--- src/rtl/slice_recoder_pkg.sv ---
package slice_recoder_pkg;
    localparam int RAW_W   = 4;
    localparam int DIGIT_W = RAW_W + 1;
    typedef logic signed [DIGIT_W-1:0] digit_t;
    typedef enum logic {ST_EMPTY, ST_FULL} stage_state_e;
endpackage

--- src/rtl/slice_digit_recode.sv ---
module slice_digit_recode
    import slice_recoder_pkg::*;
#(
    parameter int N = 4
) (
    input  logic [N*RAW_W-1:0]   operand,
    output logic [N*DIGIT_W-1:0] digits
);
    localparam int OP_W  = N * RAW_W;
    localparam int SUM_W = OP_W + DIGIT_W;

    // Walk from the sign slice downward; a -1 above slice 0 becomes 0
    // and lends -16 into the slice beneath it.
    always_comb begin
        logic   borrow;
        digit_t cur;
        logic [RAW_W-1:0] raw;
        borrow = 1'b0;
        digits = '0;
        for (int k = N - 1; k >= 0; k--) begin
            raw = operand[k*RAW_W +: RAW_W];
            if (k == N - 1) cur = {raw[RAW_W-1], raw};
            else            cur = {borrow, raw};
            if (k > 0 && cur == digit_t'(-1)) begin
                cur    = '0;
                borrow = 1'b1;
            end else begin
                borrow = 1'b0;
            end
            digits[k*DIGIT_W +: DIGIT_W] = cur;
        end
    end

    // Guard: weighted digits rebuild the operand; no -1 above slice 0
    always_comb begin
        logic signed [SUM_W-1:0] acc;
        logic signed [SUM_W-1:0] ref_val;
        logic any_minus_one;
        digit_t dg;
        acc = '0;
        any_minus_one = 1'b0;
        for (int k = 0; k < N; k++) begin
            dg  = digits[k*DIGIT_W +: DIGIT_W];
            acc = acc + (SUM_W'(dg) <<< (RAW_W * k));
            if (k > 0 && dg == digit_t'(-1)) any_minus_one = 1'b1;
        end
        ref_val = SUM_W'($signed(operand));
        assert_exact_value_R3: assert (acc == ref_val);
        assert_no_minus_one_R2: assert (!any_minus_one);
    end
endmodule

--- src/rtl/slice_skip_pack.sv ---
module slice_skip_pack
    import slice_recoder_pkg::*;
#(
    parameter int N     = 4,
    parameter int IDX_W = 2,
    parameter int CNT_W = 3
) (
    input  logic [N*DIGIT_W-1:0] digits,
    input  logic [N-1:0]         spec_mask,
    output logic [N-1:0]         nonzero,
    output logic [N*IDX_W-1:0]   index_list,
    output logic [CNT_W-1:0]     count
);
    always_comb begin
        int cnt;
        for (int k = 0; k < N; k++) begin
            nonzero[k] = (digits[k*DIGIT_W +: DIGIT_W] != '0) && !spec_mask[k];
        end
        index_list = '0;
        cnt = 0;
        for (int k = N - 1; k >= 0; k--) begin
            if (nonzero[k]) begin
                index_list[cnt*IDX_W +: IDX_W] = IDX_W'(k);
                cnt = cnt + 1;
            end
        end
        count = CNT_W'(cnt);
    end
endmodule

--- src/rtl/slice_recoder.sv ---
module slice_recoder
    import slice_recoder_pkg::*;
#(
    parameter int OP_W  = 16,
    parameter int N     = OP_W / RAW_W,
    parameter int IDX_W = (N > 1) ? $clog2(N) : 1,
    parameter int CNT_W = $clog2(N + 1)
) (
    input  logic                 clk,
    input  logic                 rst_n,
    input  logic                 in_valid,
    output logic                 in_ready,
    input  logic [OP_W-1:0]      in_operand,
    input  logic [N-1:0]         in_spec_mask,
    output logic                 out_valid,
    input  logic                 out_ready,
    output logic [N*DIGIT_W-1:0] out_slices,
    output logic [N-1:0]         out_nonzero,
    output logic [N*IDX_W-1:0]   out_index_list,
    output logic [CNT_W-1:0]     out_count
);
    stage_state_e state_q, state_d;
    logic [N*DIGIT_W-1:0] digits_c;
    logic [N-1:0]         nonzero_c;
    logic [N*IDX_W-1:0]   list_c;
    logic [CNT_W-1:0]     count_c;
    logic                 load;

    slice_digit_recode #(.N(N)) u_recode (
        .operand (in_operand),
        .digits  (digits_c)
    );

    slice_skip_pack #(.N(N), .IDX_W(IDX_W), .CNT_W(CNT_W)) u_pack (
        .digits     (digits_c),
        .spec_mask  (in_spec_mask),
        .nonzero    (nonzero_c),
        .index_list (list_c),
        .count      (count_c)
    );

    assign load = in_valid && in_ready;

    always_comb begin
        state_d = state_q;
        unique case (state_q)
            ST_EMPTY: if (in_valid) state_d = ST_FULL;                    // LOAD
            ST_FULL:  if (out_ready && !in_valid) state_d = ST_EMPTY;     // DRAIN
                      else state_d = ST_FULL;                             // STALL / RELOAD
            default:  state_d = ST_EMPTY;
        endcase
    end

    always_ff @(posedge clk or negedge rst_n) begin
        if (!rst_n) state_q <= ST_EMPTY;
        else        state_q <= state_d;
    end

    always_ff @(posedge clk) begin
        if (load) begin
            out_slices     <= digits_c;
            out_nonzero    <= nonzero_c;
            out_index_list <= list_c;
            out_count      <= count_c;
        end
    end

    always_comb begin
        out_valid = (state_q == ST_FULL);
        in_ready  = (state_q == ST_EMPTY) || out_ready;
    end

    assert_reset_clears_R8: assert property (@(posedge clk) !rst_n |=> !out_valid);

    assert_accept_shows_R6: assert property (@(posedge clk) disable iff (!rst_n)
        in_valid && in_ready |=> out_valid);

    assert_hold_stable_R7: assert property (@(posedge clk) disable iff (!rst_n)
        out_valid && !out_ready |=> out_valid && $stable(out_slices)
            && $stable(out_nonzero) && $stable(out_count) && $stable(out_index_list));

    assert_count_match_R5: assert property (@(posedge clk) disable iff (!rst_n)
        out_valid |-> $countones(out_nonzero) == int'(out_count));

    for (genvar g = 0; g < N; g++) begin : g_zero_chk
        assert_zero_skipped_R4: assert property (@(posedge clk) disable iff (!rst_n)
            out_valid && out_slices[g*DIGIT_W +: DIGIT_W] == '0 |-> !out_nonzero[g]);
    end
endmodule

--- config.mk ---
export PLATFORM = sky130hd
export DESIGN_NAME = slice_recoder
export DESIGN_NICKNAME = d
export VERILOG_FILES = /design/src/rtl/slice_recoder_pkg.sv /design/src/rtl/slice_digit_recode.sv /design/src/rtl/slice_skip_pack.sv /design/src/rtl/slice_recoder.sv
export SDC_FILE = /design/constraint.sdc
export NUM_CORES = 1
export LEC_CHECK = 0
export BUFFER_PORTS_ARGS = -buffer_cell sky130_fd_sc_hd__buf_4
export CORE_MARGIN = 3
export CORE_UTILIZATION = 49
export CTS_CLUSTER_SIZE = 30
export DETAILED_ROUTE_END_ITERATION = 8
export PLACE_DENSITY = 0.79
export SYNTH_ARGS = -nofsm -noshare
export SYNTH_HDL_FRONTEND = slang
export SYNTH_SLANG_ARGS = --single-unit
--- constraint.sdc ---
create_clock -name clk -period 1.9 [get_ports clk]
set_input_delay 0.38 -clock clk [delete_from_list [all_inputs] [get_ports clk]]
set_output_delay 0.38 -clock clk [all_outputs]
set_load 0.01 [all_outputs]
# Word level (Yosys, flattened, before mapping)
# Index checks and enable logic that the tools add are counted.
dict set report word_totals {
  regBits 36
  out_inout_bits 37
  elab_cells 57
}
dict set report op_classes {
  n_bitwise 1
  muxes 20
  n_reduce_logical 16
  shift 6
  eq_ne 3
  n_addsub 6
}
# operator n
set ops {}
lappend ops {{2-bit by 33-bit variable shift with 8-bit output, first input constant} 3}
lappend ops {{2-bit by 33-bit variable part select with 8-bit output, first input constant} 3}
lappend ops {{32-bit negation with 33-bit output} 2}
lappend ops {{2-bit negation with 33-bit output} 1}
lappend ops {{31-bit 2-to-1 mux} 1}
lappend ops {{8-bit bitwise mux} 3}
lappend ops {{8-bit 2-to-1 mux} 3}
lappend ops {{5-bit nonzero test} 4}
lappend ops {{5-bit 2-to-1 mux} 3}
lappend ops {{5-bit by 1-bit equality test with 1-bit output, second input constant} 2}
lappend ops {{1-bit logical AND} 6}
lappend ops {{1-bit 2-to-1 mux} 6}
lappend ops {{1-bit zero test} 5}
lappend ops {{4-bit by 1-bit equality test with 1-bit output, second input constant} 1}
lappend ops {{2-bit 2-to-1 mux} 2}
lappend ops {{2-bit by 1-bit adder with 3-bit output, second input constant} 1}
lappend ops {{3-bit by 2-bit adder with 3-bit output, second input constant} 1}
lappend ops {{3-bit 2-to-1 mux} 1}
lappend ops {{1-bit by 1-bit adder with 2-bit output, second input constant} 1}
lappend ops {{1-bit one-hot mux with 2 select lines} 1}
lappend ops {{1-bit logical OR} 1}
lappend ops {{1-bit NOT} 1}

# Logic depth before layout (Yosys ltp)
dict set report logic_depth {
  ltp_word 13
  mapped_depth 12
}

# Cells and area by module
# Synthesis repeated with hierarchy kept, for this count alone.
dict set report unflattened {
  cells_unflattened 117
  hier_area_um2 1725.4
}
# mod cells_per_inst instances area_each_um2
set modules_own_cells {}
lappend modules_own_cells {slice_recoder 39 1 1104.8}
lappend modules_own_cells {slice_skip_pack 49 1 375.4}
lappend modules_own_cells {slice_digit_recode 29 1 245.2}

# Worst setup path after synthesis
# OpenSTA, ideal clock, no wires.
dict set report synth_timing {
  kind {input -> register}
  from {input in_operand[8]}
  to {register out_index_list[0] (data pin)}
  arrival_ns 2.680
  setup_slack_ns -1.045
  path_stages 12
  n_path_buf 0
  required_time_ns 1.635
  cell_sequence {or4_1 nor2_1 or3_1 ha_1 inv_1 nor4_2 or2_1 ha_1 ha_1 nand4b_1 nor4b_2 a211oi_2}
}
dict set report synth_via {
  elab_chain_len 11
  elab_cells_between_ends 26
  cone_classes {add/sub: 3; eq/ne: 2; shift: 4; mux: 11; reduce/logical: 6}
}
# element line
set synth_rtl {}
lappend synth_rtl {{start: declaration} slice_recoder.sv:13} ;# input logic [OP_W-1:0] in_operand,
lappend synth_rtl {{5-bit by 1-bit equality test with 1-bit output} slice_digit_recode.sv:24} ;# if (k > 0 && cur == digit_t'(-1)) begin
lappend synth_rtl {{5-bit 2-to-1 mux / 1-bit 2-to-1 mux (equally long branches)} slice_digit_recode.sv:24}
lappend synth_rtl {{5-bit nonzero test / 5-bit by 1-bit equality test with 1-bit output (equally long branches)} {slice_skip_pack.sv:17, slice_digit_recode.sv:24}}
lappend synth_rtl {{1-bit logical AND / 5-bit 2-to-1 mux (equally long branches)} {slice_skip_pack.sv:17, slice_digit_recode.sv:24}}
lappend synth_rtl {{2-bit 2-to-1 mux / 5-bit nonzero test (equally long branches)} {slice_skip_pack.sv:22, slice_skip_pack.sv:17}}
lappend synth_rtl {{2-bit by 1-bit adder with 3-bit output, or another cell as far along} slice_skip_pack.sv:24} ;# cnt = cnt + 1;
lappend synth_rtl {{31-bit 2-to-1 mux, or another cell as far along} slice_skip_pack.sv:22} ;# if (nonzero[k]) begin
lappend synth_rtl {{32-bit negation with 33-bit output / 8-bit bitwise mux (equally long branches)} slice_skip_pack.sv:23} ;# index_list[cnt*IDX_W +: IDX_W] = IDX_W'(k);
lappend synth_rtl {{2-bit by 33-bit variable part select with 8-bit output, or another cell as far along} slice_skip_pack.sv:23}
lappend synth_rtl {{8-bit bitwise mux} slice_skip_pack.sv:23}
lappend synth_rtl {{8-bit 2-to-1 mux *} slice_skip_pack.sv:22}
lappend synth_rtl {{via list_c[0]} slice_recoder.sv:25} ;# logic [N*IDX_W-1:0] list_c;
lappend synth_rtl {{end signal: assignment} slice_recoder.sv:63} ;# out_index_list <= list_c;
lappend synth_rtl {{end: declaration} slice_recoder.sv:19} ;# output logic [N*IDX_W-1:0] out_index_list,
# The timed path passes the listed nets; every way through them passes the cells marked *.
# A chain may end at the register's enable or synchronous reset.

# Worst setup path after layout
dict set report layout_timing {
  from {input in_operand[11]}
  to {register out_index_list[0] (data pin)}
}
# Same word-level chain as after synthesis.

==> results.md <==
- Setup repair after global routing could not meet its margin everywhere.
- The multi-input combinational cells in the finished layout cover a total of 729.5 um2.
- In the layout the commonest cells are buf_4 (82), edfxtp_1 (32), and2_1 (8).
- The routed design has 4434 um of wire.
- In this run the clock root is driven by a clkbuf_4.
- The checks that failed: negative setup slack.
- Dividing the detail-routed via count by the number of cells gives 5.132.
- The leakage dissipation is 1.094 nW.
- The number of antenna violations at the first check in global routing was 0.
- The standard-cell row count is 20.
- The achievable clock frequency is 370.1 MHz.
- The number of global-route vias before repair is 1413.
- Cells with a size suffix above 1 make up 63.08% of the layout.
- The met3 layer wire length in the routed design is 314 um.
- In this design, the stage delay of the slowest critical-path cell is 520 ps.
- Entering global routing, the biggest net connects 33 pins.
- The die outline area is 0.004157 mm2.
- The region available for standard cell placement spans 0.003153 mm2.
- The final number of max-transition violations is 0.
- Compared with the post-synthesis result, the final layout area differs by 57.21%.
- For this run, the total global-route usage over all layers was measured as 23.57%.
- The most common cell after layout, fill and taps aside is buf_4.
- The data required time of the critical path is 1990 ps.
- The die is 64.48 um tall.
- The final routed wire length divided by cell count is 17.19 um.
- The clock reaches the later pin of the worst-skew pair after 340 ps.
- The critical path buffer and inverter count is 2.
- The total overflow left after global routing is 0.
- The run finished, with violations left.
- Broken down by cell family, the worst path's largest delay share belongs to simple AND/OR/NAND/NOR gates.
- TritonCTS created 5 clock buffers.
- The average instance in the mapped netlist occupies 14.57 um2.
- The synthesis warning total is 0.
- The number of distinct library cells after synthesis is 39.
- Summing the sequential cell areas from Yosys gives 58.85% of the chip area.
- The number of inserted filler cells in the final layout is 162.
- From left edge to right edge, the die measures 64.48 um.
- In the final layout, flip-flops and latches occupy 985.9 um2.
- The worst hold slack after final layout is 239.1 ps.
- The finished layout holds 258 standard cells, fillers aside.
- The top routing layer in use is met4.
- The worst setup path is launched from an input port.
- Once the floorplan was initialized, standard cells occupied 53.13% of the core.
- After synthesis the cells add up to 0.001675 mm2.
- The worst setup path is of the in -> reg kind.
- The number of routed nets with antenna violations is 0.
- In the post-route analysis, the smallest setup slack over all paths is -801.7 ps.
- Data on the critical path arrives at its endpoint at 2790 ps.
- The shortest clock period the worst path allows after layout is 2702 ps.
- Among all stages on the critical path, the largest delay is contributed by or4_4.
- The TritonCTS clock tree is yes.
- The DRC violation total after the first TritonRoute iteration is 67.
- The number of sinks handled by clock tree synthesis is 33.
- The diode insertion count for antenna repair is 0.
- The routed via count is 1324.
- Pin placement for this block handled 61 I/O pins.
- The number of placed instances, taps included is 245.
- The number of design rule violations left after detail routing is 0.
- The wire length of the first global-routing pass is 7272 um.
- The critical path goes through buf_8, or4_4, nor2_2, or3_4, buf_6, fa_1, ha_2, ha_4, nand4b_1, nor4b_2, a211oi_2.
- The total power after layout is 1.685 mW.
- In this run the worst path has a maximum fanout of 4.
- In this run the deepest clock path goes through 2 buffers.
- The first detailed-routing pass ran for 4 iterations.
- The port buffer count is 58.
- The part of the cycle the worst path needs is 142.2%.
- In the final routing, the length of wire on met1 measures 1676 um.
- The worst IR drop on VDD is 0.4762 mV.
- The number of maximum-capacitance constraint violations is 0.
- At the end of the flow, the number of nets in the layout was 248.
- The number of failing hold endpoints at the final stage is 0.
- In the final timing run, aggregate negative setup slack is -3864 ps.
- The clock input transition at the sequential cells of the worst setup and hold paths is 100 ps.
- The synthesized design contains 33 register bits.
- The path category of the worst min-delay check is in -> reg.
- The power per standard cell area is 639.7 mW/mm2.
- The congestion estimate from routability-driven global placement came to 0.8598.
- The placed wire-length estimate after detailed placement is 3173 um.
- Setup violations remaining at the end of the flow were counted as 7.
- In the detailed route, the total length drawn on met2 is 2316 um.
- Synthesis produced 115 cells.
- The clock tree skew after final layout is 2.484 ps.
- The H-tree was split into 2 levels.
- The worst setup path is captured at a flop.
sequential cells by signal (all words and copies together), names as in the netlist:
name,flops
out_nonzero,4
out_count,3
out_valid,1
out_slices,19
out_index_list,6
routing by layer:
metal  vias to the layer above  track usage [%]
li1                        622                -
met1                       638            26.23
met2                        54            41.37
met3                        10            6.239
met4                         0            11.87
met5                         -                0
path summary, 6_finish.rpt:
| path | endpoint | startpoint | cells after the start | slack [ps] |
|---|---|---|---|---|
| hold / removal | out_valid$_DFF_PN0_ | in_valid | 2 | 240 |
| hold reg to reg | out_valid$_DFF_PN0_ | out_valid$_DFF_PN0_ | 2 | 560 |
| max in group asynchronous | out_valid$_DFF_PN0_ | rst_n | 2 | 1480 |
| min in group asynchronous | out_valid$_DFF_PN0_ | rst_n | 2 | 350 |
| setup reg to reg | out_count[2]$_DFFE_PP_ | out_valid$_DFF_PN0_ | 3 | 690 |
| setup / recovery | out_index_list[0]$_DFFE_PP_ | in_operand[11] | 11 | -800 |
cells by family (layout without fill, tap and decap cells):
kind of cell | Yosys count | in the layout | synth area share [%]
other cells | 1 | 2 | 0.2238
fa+ha+maj | 11 | 11 | 8.663
compound gates | 11 | 11 | 6.722
simple gates | 42 | 42 | 20.46
buf+inv | 15 | 113 | 4.033
xor+xnor | 2 | 2 | 1.046
flops | 33 | 33 | 58.85
Yosys cell counts, drive strengths merged:
library cell | number | share of area [%]
buf | 3 | 1.3
nor2 | 4 | 0.90
nand4b | 1 | 0.52
a211oi | 1 | 0.75
nor4 | 5 | 4.4
fa | 1 | 1.2
and2 | 9 | 3.4
nor3 | 2 | 0.60
inv | 12 | 2.7
o21ai | 1 | 0.52
or3 | 1 | 0.37
a31oi | 2 | 0.75
xnor2 | 2 | 1.0
a311oi | 3 | 1.6
a21boi | 1 | 0.67
dfrtp | 1 | 1.5
nand2b | 2 | 0.75
nand4 | 3 | 2.0
o31ai | 2 | 1.5
nand2 | 1 | 0.22
or2 | 1 | 0.37
edfxtp | 32 | 57
and4 | 3 | 1.8
nor2b | 4 | 1.5
ha | 10 | 7.5
a21oi | 1 | 0.97
nor4b | 1 | 0.90
nand3 | 4 | 2.2
or4 | 1 | 0.45
conb | 1 | 0.22
stage by stage:
step	area, um2	util [%]	setup WS [ps]
3_3_place_gp	2442	77.46	-1071
4_1_cts	2613	82.86	-867.0
2_1_floorplan	1737	-	-950.7
3_5_place_dp	2442	77.46	-1249
5_1_grt	2634	83.53	-863.4
6_report	2634	83.53	-801.7
area by class of cell:
class	count	share of cell area (%)
Clock inverter	2	0.3800
Clock buffer	6	1.568
Tap cell	44	2.090
Inverter	12	1.710
Multi-Input combinational cell	68	27.70
Timing Repair Buffer	93	29.12
Sequential cell	33	37.43
power breakdown:
part           switching (mW)  leakage (nW)  internal, mW
registers              0.0136         0.319         0.853
clock network           0.240        0.0320         0.141
logic                   0.204         0.743         0.233
total                   0.458          1.09          1.23
timing repair:
action / 4_1_cts / 5_1_grt
pin swaps: 14 / 9
resized for setup: 16 / 5
endpoints found under the setup margin: 7 / 7
setup buffers: 4 / 2
hold buffers: 1 / 0
endpoints found under the hold margin: 1 / 0
gates cloned: 0 / 0
(Power assumes the default switching activity.)
